File: src/rtl/dlf_pkg.sv
package dlf_pkg;

   typedef enum logic [1:0] {
      MODE_SEQ  = 2'b00,
      MODE_WIDE = 2'b01,
      MODE_ILV  = 2'b10
   } dlf_mode_e;

   typedef enum logic [1:0] {
      ST_IDLE = 2'b00,
      ST_ADDR = 2'b01,
      ST_WAIT = 2'b10,
      ST_XFER = 2'b11
   } dlf_state_e;

   function automatic dlf_mode_e dlf_decode_mode(input logic [1:0] m);
      case (m)
         2'b01:   return MODE_WIDE;
         2'b10:   return MODE_ILV;
         default: return MODE_SEQ;
      endcase
   endfunction

   function automatic logic [31:0] dlf_seed(input int unsigned n);
      return (n * 32'h0101_0101) ^ 32'hA5A5_0000;
   endfunction

endpackage

File: src/rtl/dlf_bank.sv
module dlf_bank #(
   parameter int DW         = 32,
   parameter int LINES      = 16,
   parameter int WORDS      = 4,
   parameter int BANK_ID    = 0,
   parameter int ACCESS_CYC = 15
) (
   input  logic                     clk,
   input  logic                     rst_n,
   input  logic                     start,
   input  logic [$clog2(LINES)-1:0] line,
   output logic                     rdy,
   output logic [DW-1:0]            data
);
   localparam int AW = $clog2(LINES);
   localparam int CW = $clog2(ACCESS_CYC + 1);

   logic [DW-1:0] store [LINES];
   logic [CW-1:0] cnt_q;
   logic          busy_q;
   logic [AW-1:0] idx_q;

   always_ff @(posedge clk) begin
      if (!rst_n) begin
         for (int l = 0; l < LINES; l++)
            store[l] <= DW'(dlf_pkg::dlf_seed(l * WORDS + BANK_ID));
         busy_q <= 1'b0;
         cnt_q  <= '0;
         idx_q  <= '0;
      end else if (start) begin
         busy_q <= 1'b1;
         cnt_q  <= CW'(ACCESS_CYC - 1);
         idx_q  <= line;
      end else if (busy_q && cnt_q != '0) begin
         cnt_q <= cnt_q - 1'b1;
      end
   end

   assign rdy  = busy_q && (cnt_q == '0);
   assign data = store[idx_q];


   bank_hold_chk: assert property (@(posedge clk) disable iff (!rst_n)
      (rdy && !start) |=> (rdy && $stable(data)));

endmodule

File: src/rtl/dlf_sequencer.sv
module dlf_sequencer
   import dlf_pkg::*;
#(
   parameter int LINES = 16,
   parameter int WORDS = 4
) (
   input  logic                     clk,
   input  logic                     rst_n,
   input  logic [1:0]               mode,
   input  logic                     req_valid,
   input  logic [$clog2(LINES)-1:0] req_addr,
   input  logic [WORDS-1:0]         bank_rdy,
   output logic                     req_ready,
   output logic [WORDS-1:0]         bank_start,
   output logic [$clog2(LINES)-1:0] line_q,
   output logic [$clog2(WORDS)-1:0] widx_q,
   output dlf_mode_e                mode_q,
   output logic                     rsp_valid,
   output logic                     rsp_done
);
   localparam int WIW = $clog2(WORDS);
   localparam logic [WIW-1:0] LAST_IDX = WIW'(WORDS - 1);

   dlf_state_e state_q;
   logic       last_beat;
   logic       access_done;

   assign last_beat   = (mode_q == MODE_WIDE) || (widx_q == LAST_IDX);
   assign access_done = (mode_q == MODE_SEQ) ? bank_rdy[widx_q] : &bank_rdy;

   always_ff @(posedge clk) begin
      if (!rst_n) begin
         state_q <= ST_IDLE;
         widx_q  <= '0;
         line_q  <= '0;
         mode_q  <= MODE_SEQ;
      end else begin
         case (state_q)
            ST_IDLE: if (req_valid) begin
               state_q <= ST_ADDR;
               mode_q  <= dlf_decode_mode(mode);
               line_q  <= req_addr;
               widx_q  <= '0;
            end
            ST_ADDR: state_q <= ST_WAIT;
            ST_WAIT: if (access_done) state_q <= ST_XFER;
            ST_XFER: begin
               if (last_beat) begin
                  state_q <= ST_IDLE;
               end else begin
                  widx_q <= widx_q + 1'b1;
                  if (mode_q == MODE_SEQ) state_q <= ST_WAIT;
               end
            end
            default: state_q <= ST_IDLE;
         endcase
      end
   end

   always_comb begin
      bank_start = '0;
      if (state_q == ST_ADDR)
         bank_start = (mode_q == MODE_SEQ) ? WORDS'(1) : '1;
      else if (state_q == ST_XFER && mode_q == MODE_SEQ && !last_beat)
         bank_start = WORDS'(1) << (32'(widx_q) + 1);
   end

   assign req_ready = (state_q == ST_IDLE);
   assign rsp_valid = (state_q == ST_XFER);
   assign rsp_done  = rsp_valid && last_beat;


   accept_addr_chk: assert property (@(posedge clk) disable iff (!rst_n)
      (req_valid && req_ready) |=> (!req_ready && !rsp_valid));


   ready_quiet_chk: assert property (@(posedge clk) disable iff (!rst_n)
      rsp_valid |-> !req_ready);


   done_reopen_chk: assert property (@(posedge clk) disable iff (!rst_n)
      rsp_done |=> req_ready);

endmodule

File: src/rtl/dram_linefill.sv
module dram_linefill
   import dlf_pkg::*;
#(
   parameter int DW         = 32,
   parameter int LINES      = 16,
   parameter int WORDS      = 4,
   parameter int ACCESS_CYC = 15
) (
   input  logic                     clk,
   input  logic                     rst_n,
   input  logic [1:0]               mode,
   input  logic                     req_valid,
   input  logic [$clog2(LINES)-1:0] req_addr,
   output logic                     req_ready,
   output logic                     rsp_valid,
   output logic [WORDS*DW-1:0]      rsp_data,
   output logic                     rsp_done
);
   localparam int AW  = $clog2(LINES);
   localparam int WIW = $clog2(WORDS);

   if (WORDS < 2 || (1 << WIW) != WORDS) begin : g_bad_words
      $error("dram_linefill: WORDS must be a power of two, at least 2");
   end
   if (LINES < 2 || ACCESS_CYC < 1 || DW < 1) begin : g_bad_sizes
      $error("dram_linefill: LINES >= 2, ACCESS_CYC >= 1, DW >= 1 required");
   end

   logic [WORDS-1:0] bank_rdy;
   logic [WORDS-1:0] bank_start;
   logic [DW-1:0]    bank_data [WORDS];
   logic [AW-1:0]    line_q;
   logic [WIW-1:0]   widx_q;
   dlf_mode_e        mode_q;

   dlf_sequencer #(.LINES(LINES), .WORDS(WORDS)) seq_i (
      .clk        (clk),
      .rst_n      (rst_n),
      .mode       (mode),
      .req_valid  (req_valid),
      .req_addr   (req_addr),
      .bank_rdy   (bank_rdy),
      .req_ready  (req_ready),
      .bank_start (bank_start),
      .line_q     (line_q),
      .widx_q     (widx_q),
      .mode_q     (mode_q),
      .rsp_valid  (rsp_valid),
      .rsp_done   (rsp_done)
   );

   for (genvar b = 0; b < WORDS; b++) begin : g_bank
      dlf_bank #(
         .DW(DW), .LINES(LINES), .WORDS(WORDS),
         .BANK_ID(b), .ACCESS_CYC(ACCESS_CYC)
      ) bank_i (
         .clk   (clk),
         .rst_n (rst_n),
         .start (bank_start[b]),
         .line  (line_q),
         .rdy   (bank_rdy[b]),
         .data  (bank_data[b])
      );
   end

   for (genvar k = 0; k < WORDS; k++) begin : g_lane
      if (k == 0) begin : g_low
         assign rsp_data[DW-1:0] = !rsp_valid ? '0 :
            (mode_q == MODE_WIDE) ? bank_data[0] : bank_data[widx_q];
      end else begin : g_up
         assign rsp_data[k*DW +: DW] = (rsp_valid && mode_q == MODE_WIDE)
                                       ? bank_data[k] : '0;
      end
   end


   done_with_valid_chk: assert property (@(posedge clk) disable iff (!rst_n)
      rsp_done |-> rsp_valid);


   done_single_chk: assert property (@(posedge clk) disable iff (!rst_n)
      rsp_done |=> !rsp_done);

endmodule

File: config.mk
export PLATFORM = sky130hd
export DESIGN_NAME = dram_linefill
export DESIGN_NICKNAME = d
export VERILOG_FILES = /design/src/rtl/dlf_pkg.sv /design/src/rtl/dlf_bank.sv /design/src/rtl/dlf_sequencer.sv /design/src/rtl/dram_linefill.sv
export SDC_FILE = /design/constraint.sdc
export NUM_CORES = 1
export LEC_CHECK = 0
export CAP_MARGIN = 20
export CORE_UTILIZATION = 31
export DETAILED_ROUTE_END_ITERATION = 10
export GPL_TIMING_DRIVEN = 0
export SYNTH_ARGS = -nofsm -noshare
export SYNTH_HDL_FRONTEND = slang
export SYNTH_SLANG_ARGS = --single-unit
File: constraint.sdc
create_clock -name clk -period 2.04 [get_ports clk]
set_input_delay 0.408 -clock clk [delete_from_list [all_inputs] [get_ports clk]]
set_output_delay 0.408 -clock clk [all_outputs]
set_load 0.05 [all_outputs]
==> qor.txt <==
grt met3 use - 0.03497
number of global-route vias before repair - 2860
crit path capture type - primary output
core area - 11370 um2
CP most frequent cell - buf_6
port bufs - 104
most frequent cells in the layout - buf_4, buf_6, dfxtp_1, buf_8, conb_1
Setup TNS Final - -2.379 ns
die area - 12080 um2
Tmin final - 2.203 ns
Die Width - 109.9 um
max-cap violation count - 0
Peak Freq - 454.0 MHz
outcome - finished, violations left
asr flop ratio synth - 0
commonest non-fill, non-tap cell in the layout - buf_4
Peak VDD IR - 0.4293 mV
mean routed wirelength per cell - 13.07 um
layout cell share with drive strength beyond 1 - 0.5381
Yosys reg bits - 62
simple-gate portion of the synthesized area - 0.1660
CP arrival - 1.79 ns
clk buf depth - 2
Die Y - 109.9 um
Post-Syn Area per Cell - 8.786 um2
CP peak stage delay - 0.34 ns
slew margin rel. - 0.6579
DRT iter0 DRCs - 78
Clock power frac - 0.434
Leakage - 2.943 nW
Synth cell types - 47
critical path class - register to primary output
Fill cells - 964
initial antenna violation count - 0
Crit Path Max Fanout - 7
Hold WS - 0.4635 ns
Tcrit/Tclk final - 1.080
Slowest cell on crit path - dfxtp_4
multiplexer share of the synthesized area - 0.07415
CTS Buf Count - 9
Psw - 0.9606 mW
startpoint types - register
combinational share of power - 0.191
Net Sw Frac - 0.2756
post-route setup slack - -0.1628 ns
Post-DRT Antenna Nets - 0
CTS clock-pin slew for the worst setup and hold paths - 0.05 ns
GR Util met2 - 0.2911
Final Max Slew Viols - 0
Vias/cell - 4.290
IO Pins - 140
htree depth - 3
met1 Resource Use GR - 0.1757
post-synthesis compound-gate area fraction - 0.1095
n_diodes - 0
RSZ-0062 raised after global routing - yes
Post-layout nets - 621
busiest grt layer - met2
CP Cell Sequence - nand2b_1, buf_6, a31oi_2, o221ai_2, and2_2, buf_4, buf_6
Slew @ Worst Pin - 0.5131 ns
Pint - 2.525 mW
adder-cell area share of the yosys netlist - 0.04158
Post-Synth XOR/XNOR Area - 0.01455
YS warnings - 0
wirelength, routed - 9762 um
Global Route Usage Sum - 0.1567
first-pass GRT wire length - 14370 um
final setup skew - 0.006786 ns
Buffers & Inverters on Critical Path - 3
Clock Sinks - 62
failing checks - negative setup slack
Final Hold Fails - 0
clk_lat worst skew - 0.32 ns
sequential power share - 0.375
synthesis-to-finish area growth - 75.02%
register area share after synthesis - 0.3437
synthesized area - 3611 um2
type of the tightest min-delay check - register to register
Congestion Overflow GR - 0
DRC - 0
# rows - 39
Worst Path Required - 1.63 ns
hold_buf cts - 0
hpwl dp - 6936 um
Final setup viols - 42
first-pass detailed-route iteration total - 4
via count - 3205
Gate Count Post-Synth - 411
Top Family by Delay on Critical Path - buffers and inverters
largest family of logic cells by synthesized area - buffers and inverters
largest net degree at the start of global routing - 13
number of flops mapped to enable cells by yosys - 0
PwrDens - 551.5 nW/um2
Starting Density - 0.3176
Placer Congestion - 0.7500
Root Buffer - clkbuf_16
ys flop type - dfxtp_1
CTS tree - yes
## power by group through the flow
stage | Sequential [mW] | Combinational, mW | Clock (mW)
detailed placement | 1.33 | 0.583 | 0
global placement | 1.33 | 0.574 | 0
CTS | 1.31 | 0.631 | 1.54
global route | 1.31 | 0.721 | 1.60
floorplan | 1.32 | 0.481 | 0
finish | 1.31 | 0.667 | 1.51
## flip-flops by register name, summed over array words and instances, names as in the netlist
register	count
g_bank.bank_i.cnt_q	16
g_bank.bank_i.data	16
g_bank.bank_i.idx_q	16
seq_i.widx_q	2
seq_i.mode_q	2
seq_i.state_q	2
g_bank.bank_i.busy_q	4
seq_i.line_q	4
## cells in the mapped netlist (6+ instances only)
master	count	area share
buf_4	100	0.21
dfxtp_1	62	0.34
nand2_1	34	0.035
inv_1	21	0.022
mux2i_1	20	0.055
nor2_1	20	0.021
a21boi_0	19	0.040
and3_1	14	0.024
a21oi_1	12	0.017
ha_1	12	0.042
nor3_1	9	0.012
nor2b_1	7	0.012
mux2_2	6	0.019
## worst register-to-register path: cells and delay by family, from the launching register on
family | cells | cell delay, ns
mux | 1 | 0.27
compound gates | 1 | 0.18
flops | 1 | 0.33
simple gates | 1 | 0.17
fa+ha+maj | 1 | 0.18
buf+inv | 5 | 0.67
## per-stage QoR
stage / utilization / power [mW] / setup WS [ns] / instance area, um2 / std cells
2_1_floorplan: - / 1.800 / -0.1653 / 3959 / 444
3_3_place_gp: 0.4555 / 1.903 / -0.7321 / 5179 / 691
3_5_place_dp: 0.4555 / 1.914 / -0.7538 / 5179 / 691
4_1_cts: 0.5130 / 3.474 / -0.1870 / 5833 / 733
5_1_grt: 0.5558 / 3.631 / -0.2411 / 6320 / 747
6_report: 0.5558 / 3.486 / -0.1628 / 6320 / 747
## per-layer routing
metal | wire length (um) | vias to the layer above | share of wire
met5 | 0 | - | 0
met4 | 105 | 0 | 0.011
met3 | 590 | 10 | 0.060
met2 | 5136 | 100 | 0.53
met1 | 3930 | 1479 | 0.40
li1 | - | 1616 | -
## layout make-up
cell class	count	area, um2	area share
flip-flops and latches	62	1257	0.1990
clock buffers	11	254.0	0.04019
repair inverters	3	22.52	0.003564
multi-input cells	249	1883	0.2980
repair buffers	148	1649	0.2609
inverters	21	102.6	0.01623
plain buffers	106	927.1	0.1467
well taps	143	178.9	0.02831
clock inverters	4	45.04	0.007127
## cell families (layout without fill, tap and decap cells)
logic type                 after synthesis  after routing
AOI/OAI and AO/OA                       57             57
xor gates and xnor gates                 6              6
adders and majority gates               12             12
buffers and inverters                  134            293
DFF                                     62             62
muxes                                   26             26
other                                    1             34
and+or+nand+nor                        113            114
## path summary, 6_finish.rpt
path,start,end,slack [ns],depth (start not counted)
setup / recovery,seq_i.mode_q[1],rsp_data[29],-0.16,7
setup reg to reg,seq_i.widx_q[0],g_bank[1].bank_i.data[3],0.14,9
hold reg to reg,g_bank[1].bank_i.idx_q[0],g_bank[1].bank_i.idx_q[0],0.46,2
hold / removal,g_bank[1].bank_i.idx_q[0],g_bank[1].bank_i.idx_q[0],0.46,2
## timing repair
action                                  4_1_cts  5_1_grt
pin swaps                                     6        4
resized for setup                           662      114
endpoints found under the setup margin       97       92
setup buffers                                23       21
gates cloned                                  4        1
Note: power is estimated with default switching activity, not from simulation.
